==> src/rtl/xl_pkg.sv <==
package xl_pkg;
    typedef enum logic [1:0] {
        OP_XLATE = 2'd0,
        OP_ENTER = 2'd1,
        OP_PROBE = 2'd2,
        OP_RSVD  = 2'd3
    } xl_op_e;

    typedef enum logic {
        S_IDLE = 1'b0,
        S_RESP = 1'b1
    } xl_state_e;
endpackage

==> src/rtl/xl_match.sv <==
module xl_match #(
    parameter int KEY_W = 16,
    parameter int VAL_W = 24,
    parameter int DEPTH = 8,
    localparam int IDX_W = (DEPTH > 1) ? $clog2(DEPTH) : 1
) (
    input  logic [KEY_W-1:0] key,
    input  logic [DEPTH-1:0] valid,
    input  logic [KEY_W-1:0] keys [DEPTH],
    input  logic [VAL_W-1:0] vals [DEPTH],
    output logic [DEPTH-1:0] hit_vec,
    output logic             hit,
    output logic [IDX_W-1:0] hit_idx,
    output logic [VAL_W-1:0] hit_val
);
    for (genvar g = 0; g < DEPTH; g++) begin : g_cmp
        assign hit_vec[g] = valid[g] && (keys[g] == key);
    end

    assign hit = |hit_vec;

    always_comb begin
        hit_idx = '0;
        hit_val = '0;
        for (int i = 0; i < DEPTH; i++) begin
            if (hit_vec[i]) begin
                hit_idx = IDX_W'(i);
                hit_val = hit_val | vals[i];
            end
        end
    end
endmodule

==> src/rtl/xl_victim.sv <==
module xl_victim #(
    parameter int DEPTH = 8,
    localparam int IDX_W = (DEPTH > 1) ? $clog2(DEPTH) : 1
) (
    input  logic             clk,
    input  logic             rst_n,
    input  logic [DEPTH-1:0] valid,
    input  logic             evict_fire,
    output logic [IDX_W-1:0] victim_idx,
    output logic             victim_free
);
    logic [IDX_W-1:0] rr_q;
    logic [IDX_W-1:0] free_idx;

    always_comb begin
        free_idx = '0;
        for (int i = DEPTH - 1; i >= 0; i--) begin
            if (!valid[i]) free_idx = IDX_W'(i);
        end
    end

    assign victim_free = ~&valid;
    assign victim_idx  = victim_free ? free_idx : rr_q;

    always_ff @(posedge clk) begin
        if (!rst_n) begin
            rr_q <= '0;
        end else if (evict_fire) begin
            rr_q <= (rr_q == IDX_W'(DEPTH - 1)) ? '0 : rr_q + 1'b1;
        end
    end

    always_comb begin
        if (rst_n) begin
            assert (int'(rr_q) < DEPTH)
                else $error("p_ptr_range_r6: pointer out of range");
        end
    end
endmodule

==> src/rtl/xl_assoc_buf.sv <==
module xl_assoc_buf
    import xl_pkg::*;
#(
    parameter int KEY_W = 16,
    parameter int VAL_W = 24,
    parameter int DEPTH = 8
) (
    input  logic             clk,
    input  logic             rst_n,
    input  logic             req_valid,
    input  logic [1:0]       req_op,
    input  logic [KEY_W-1:0] req_key,
    input  logic [VAL_W-1:0] req_value,
    output logic             rsp_valid,
    output logic             rsp_hit,
    output logic             rsp_miss,
    output logic [VAL_W-1:0] rsp_value,
    output logic             rsp_evict,
    output logic [KEY_W-1:0] rsp_evict_key
);
    localparam int IDX_W = (DEPTH > 1) ? $clog2(DEPTH) : 1;

    logic [KEY_W-1:0] key_q [DEPTH];
    logic [VAL_W-1:0] val_q [DEPTH];
    logic [DEPTH-1:0] valid_q;

    logic [DEPTH-1:0] hit_vec;
    logic             hit;
    logic [IDX_W-1:0] hit_idx;
    logic [VAL_W-1:0] hit_val;
    logic [IDX_W-1:0] victim_idx;
    logic             victim_free;

    xl_op_e    op;
    xl_state_e state_q, state_d;
    logic      accept, do_enter, do_evict;
    logic [IDX_W-1:0] wr_idx;

    logic             hit_q, miss_q, evict_q;
    logic [VAL_W-1:0] value_q;
    logic [KEY_W-1:0] evkey_q;

    assign op       = xl_op_e'(req_op);
    assign accept   = req_valid && (op != OP_RSVD);
    assign do_enter = req_valid && (op == OP_ENTER);
    assign do_evict = do_enter && !hit && !victim_free;
    assign wr_idx   = hit ? hit_idx : victim_idx;

    xl_match #(.KEY_W(KEY_W), .VAL_W(VAL_W), .DEPTH(DEPTH)) i_match (
        .key     (req_key),
        .valid   (valid_q),
        .keys    (key_q),
        .vals    (val_q),
        .hit_vec (hit_vec),
        .hit     (hit),
        .hit_idx (hit_idx),
        .hit_val (hit_val)
    );

    xl_victim #(.DEPTH(DEPTH)) i_victim (
        .clk         (clk),
        .rst_n       (rst_n),
        .valid       (valid_q),
        .evict_fire  (do_evict),
        .victim_idx  (victim_idx),
        .victim_free (victim_free)
    );

    // Next-state logic: T_ACCEPT, T_CHAIN, T_DRAIN, T_REST
    always_comb begin
        state_d = state_q;
        unique case (state_q)
            S_IDLE: state_d = accept ? S_RESP : S_IDLE;
            S_RESP: state_d = accept ? S_RESP : S_IDLE;
        endcase
    end

    // State register
    always_ff @(posedge clk) begin
        if (!rst_n) state_q <= S_IDLE;
        else        state_q <= state_d;
    end

    // Table storage
    always_ff @(posedge clk) begin
        if (!rst_n) begin
            valid_q <= '0;
        end else if (do_enter) begin
            valid_q[wr_idx] <= 1'b1;
        end
    end

    always_ff @(posedge clk) begin
        if (do_enter) begin
            key_q[wr_idx] <= req_key;
            val_q[wr_idx] <= req_value;
        end
    end

    // Response payload registers
    always_ff @(posedge clk) begin
        if (!rst_n) begin
            hit_q   <= 1'b0;
            miss_q  <= 1'b0;
            evict_q <= 1'b0;
            value_q <= '0;
            evkey_q <= '0;
        end else begin
            hit_q   <= accept && hit;
            miss_q  <= req_valid && (op == OP_XLATE) && !hit;
            evict_q <= do_evict;
            value_q <= do_enter ? req_value : (accept ? hit_val : '0);
            evkey_q <= do_evict ? key_q[victim_idx] : '0;
        end
    end

    // Output process
    always_comb begin
        rsp_valid     = 1'b0;
        rsp_hit       = 1'b0;
        rsp_miss      = 1'b0;
        rsp_value     = '0;
        rsp_evict     = 1'b0;
        rsp_evict_key = '0;
        unique case (state_q)
            S_IDLE: ;
            S_RESP: begin
                rsp_valid     = 1'b1;
                rsp_hit       = hit_q;
                rsp_miss      = miss_q;
                rsp_value     = value_q;
                rsp_evict     = evict_q;
                rsp_evict_key = evkey_q;
            end
        endcase
    end

    p_rsp_latency_r8: assert property (@(posedge clk) disable iff (!rst_n)
        rsp_valid == $past(req_valid && (req_op != 2'd3)));

    p_miss_xlate_r3: assert property (@(posedge clk) disable iff (!rst_n)
        rsp_miss |-> (rsp_valid && !rsp_hit && $past(req_op) == 2'd0));

    p_evict_full_r6: assert property (@(posedge clk) disable iff (!rst_n)
        rsp_evict |-> ($past(&valid_q) && !rsp_hit && $past(req_op) == 2'd1));

    p_unique_match_r9: assert property (@(posedge clk) disable iff (!rst_n)
        $onehot0(hit_vec));

    p_probe_no_write_r7: assert property (@(posedge clk) disable iff (!rst_n)
        $past(req_valid && req_op == 2'd2) |-> $stable(valid_q));
endmodule

==> config.mk <==
export PLATFORM = sky130hd
export DESIGN_NAME = xl_assoc_buf
export DESIGN_NICKNAME = d
export VERILOG_FILES = /design/src/rtl/xl_pkg.sv /design/src/rtl/xl_match.sv /design/src/rtl/xl_victim.sv /design/src/rtl/xl_assoc_buf.sv
export SDC_FILE = /design/constraint.sdc
export NUM_CORES = 1
export LEC_CHECK = 0
export ABC_AREA = 1
export ABC_CLOCK_PERIOD_IN_PS = 5400
export BUFFER_PORTS_ARGS = -buffer_cell sky130_fd_sc_hd__buf_2
export CORE_ASPECT_RATIO = 2
export CORE_MARGIN = 2
export CORE_UTILIZATION = 50
export CTS_CLUSTER_SIZE = 14
export DETAILED_ROUTE_END_ITERATION = 16
export GPL_ROUTABILITY_DRIVEN = 1
export PLACE_DENSITY = 0.67
export SLEW_MARGIN = 20
export SYNTH_ARGS = -nofsm -noshare
export SYNTH_HDL_FRONTEND = slang
export SYNTH_SLANG_ARGS = --single-unit
==> constraint.sdc <==
create_clock -name clk -period 5.4 [get_ports clk]
set_clock_uncertainty 0.05 [all_clocks]
set_input_delay 0.27 -clock clk [delete_from_list [all_inputs] [get_ports clk]]
set_output_delay 0.27 -clock clk [all_outputs]
set_load 0.02 [all_outputs]
==> results.json <==
{
  "status": "complete, no violations",
  "grtUsageMet3": 0.0467,
  "power_density_nw_per_um2": 296,
  "grt_pass1_vias": 15027,
  "fin_crit_sh": 0.707,
  "die_y_um": 276,
  "antenna_found_initial": 2,
  "die-area_sq_um": 38500,
  "cts_max_level": 2,
  "core.rowCount": 99,
  "clock_path_buffers": 3,
  "timing.hold.ws_ns": 0.0136,
  "worstPathCellList": "xnor2_1 -> nand2_1 -> nor2_1 -> nand3_1 -> nand2_1 -> nor2_4 -> a21boi_1 -> nand2_2 -> nand2_4 -> nand2_1 -> inv_2 -> buf_4",
  "final_cell_mix": "nand2_1 (477), edfxtp_1 (320), inv_1 (219), nor2_1 (189), nand4_1 (162)",
  "initial_core_util": 0.506,
  "vias_per_cell": 5.97,
  "final_common_cell": "nand2_1",
  "timing.fmax_ghz": 0.262,
  "global_route.usage.met2": 0.694,
  "endpoint_kind": "flip-flop",
  "finalHoldViolCount": 0,
  "drv_cap": 0,
  "slowest_delay_ns": 0.76,
  "grt_pass1_wl_um": 103000,
  "final_cells": 2538,
  "drive_gt1_frac": 0.133,
  "ir_worst_vdd_mv": 0.347,
  "total_leakage_power_nw": 8.59,
  "cts_tree": "yes",
  "min-delay-start": "req_value[7]",
  "slew_viol_final": 0,
  "syn_to_final_growth_pct": 11.8,
  "core_sq_um": 36400,
  "yosysSeqAreaShare": 0.581,
  "syn-num-nets": 2010,
  "fin_util": 0.566,
  "post_drt_wl_per_cell_um": 28.6,
  "ys.flop_type": "edfxtp_1",
  "fin_tns_setup_ns": 0,
  "grt_use_total": 0.376,
  "holdPathEnd": "val_q[79]",
  "tightestPinTransition_ns": 1.05,
  "dp_cells": 2451,
  "cts_buffers": 36,
  "start_kind": "flip-flop",
  "gp_congestion": 1.08,
  "drtPass1Iterations": 7,
  "hold_path_class": "in2reg",
  "fillers": 3219,
  "r2r_start": "key_q[2]",
  "worstSetupPathType": "reg2reg",
  "synth_cell_types": 52,
  "hpwl_um": 52000,
  "die_x_um": 140,
  "async_flop_share": 0,
  "root_buffer": "clkbuf_16",
  "grt-busiest-layer": "met2",
  "clkSinkCount": 375,
  "nets": 2105,
  "total_power_w": 0.00610,
  "antenna_left": 0,
  "n_antenna_cell": 0,
  "max_slew_margin": 0.296,
  "grt_max_degree": 78,
  "use_met1": 0.369,
  "io_buffer_count": 88,
  "synth_warnings": 0,
  "r2r_end": "key_q[92]",
  "setup_violations": 0,
  "io_pins": 89,
  "cp_data_required_time_ns": 5.53,
  "min_delay_path_depth": 1,
  "cp.arrival_ns": 3.95,
  "cp_max_fo": 28,
  "postCtsResizedCells": 0,
  "final-seq-area_sq_um": 10700,
  "rrSetupSlack_ns": 1.58,
  "multi_input_area_sq_um": 6290,
  "drt-initial-drc-count": 1089,
  "grt_setup_unrepaired": "false",
  "clk_pin_slew_ns": 0.06,
  "min_period_ns": 3.82,
  "synth-edff-count": 320,
  "post-route-drc-count": 0,
  "vias": 15154,
  "ff2ff_path_depth": 12,
  "grt_overflow": 0,
  "synth_area_sq_um": 18400,
  "synth_seq_cells": 375,
  "syn_inst": 1963,
  "slowest_stage": "xnor2_1",
  "totalWireLength_um": 72600,
  "path_common_cell": "nand2_1",
  "syn_avg_cell_area_sq_um": 9.39,
  "insertion_delay_ns": 0.55
}
-- where the power goes --
part / leakage, nW / total, W / switching (W) / internal, W
Sequential: 3.33 / 0.00317 / 0.0000140 / 0.00315
Clock: 0.552 / 0.00256 / 0.00111 / 0.00145
Combinational: 4.71 / 0.000370 / 0.000287 / 0.0000834
-- cells by family after synthesis --
group                    synth area share
AND/OR/NAND/NOR                     0.249
flip-flops                          0.581
buffers and inverters              0.0808
AO/OA/AOI/OAI                      0.0730
XOR/XNOR                           0.0147
adder cells (fa/ha/maj)           0.00136
-- critical path, delay by kind of cell, from the launching register on --
kind	cells	cell delay [ns]
compound gates	1	0.17
xor+xnor	1	0.76
buf+inv	2	0.81
flops	1	0.41
simple gates	8	1.22
-- cell type report --
class,count,share of cell area
sequential,375,0.520
multi-input combinational,1257,0.305
clock buffer,52,0.0471
timing repair buffer,146,0.0465
inverter,242,0.0452
tap,454,0.0276
clock inverter,12,0.00868
-- synthesized netlist by cell type, types with 6 or more instances --
cell type,n,share of area
nand2_2,20,0.0068
o21ai_0,87,0.024
o211ai_1,11,0.0045
o22ai_1,8,0.0027
nand3_2,6,0.0033
nor2_4,6,0.0037
inv_2,8,0.0016
nand2_1,477,0.097
dfxtp_1,55,0.060
nor2_2,13,0.0044
xnor2_1,28,0.013
a21oi_1,79,0.021
clkbuf_1,27,0.0055
nor2_1,194,0.039
o21ai_1,23,0.0062
nand4_1,162,0.055
buf_6,19,0.012
inv_1,225,0.046
a21oi_2,9,0.0043
nand3b_1,7,0.0028
nand3_1,57,0.015
edfxtp_1,320,0.52
buf_2,30,0.0081
buf_4,12,0.0049
nor3_1,21,0.0057
-- per-layer routing --
| metal | vias to the layer above | wire length, um |
|---|---|---|
| met5 | - | 42 |
| met4 | 6 | 7540 |
| met3 | 285 | 4240 |
| met2 | 817 | 38600 |
| met1 | 7185 | 22200 |
| li1 | 6861 | - |
-- what timing repair did --
action / CTS / global route
hold buffers: 23 / 0
buffers inserted: 0 / 0
endpoints found under the hold margin: 163 / 0
-- sequential cells by signal, indices dropped and copies added, names as in the netlist --
name / count
evict_q: 1
evkey_q: 16
hit_q: 1
i_victim.rr_q: 3
key_q: 128
miss_q: 1
state_q: 1
val_q: 192
valid_q: 8
value_q: 24
-- metrics by stage --
stage | setup slack (ns) | area [sq um]
after floorplan | 2.45 | 18400
after CTS | 1.63 | 20600
after global routing | 1.54 | 20600
after global placement | 1.30 | 19200
final | 1.58 | 20600
after detailed placement | 1.28 | 19200
-- how the worst max path moves through the flow --
stage	end	start
5_1_grt	val_q[124]	key_q[2]
2_1_floorplan	key_q[0]	req_key[15]
6_report	key_q[92]	key_q[2]
4_1_cts	key_q[92]	key_q[24]
3_3_place_gp	key_q[90]	req_key[6]
3_5_place_dp	key_q[90]	req_key[6]
No activity file was read; power rests on OpenSTA's default activity.
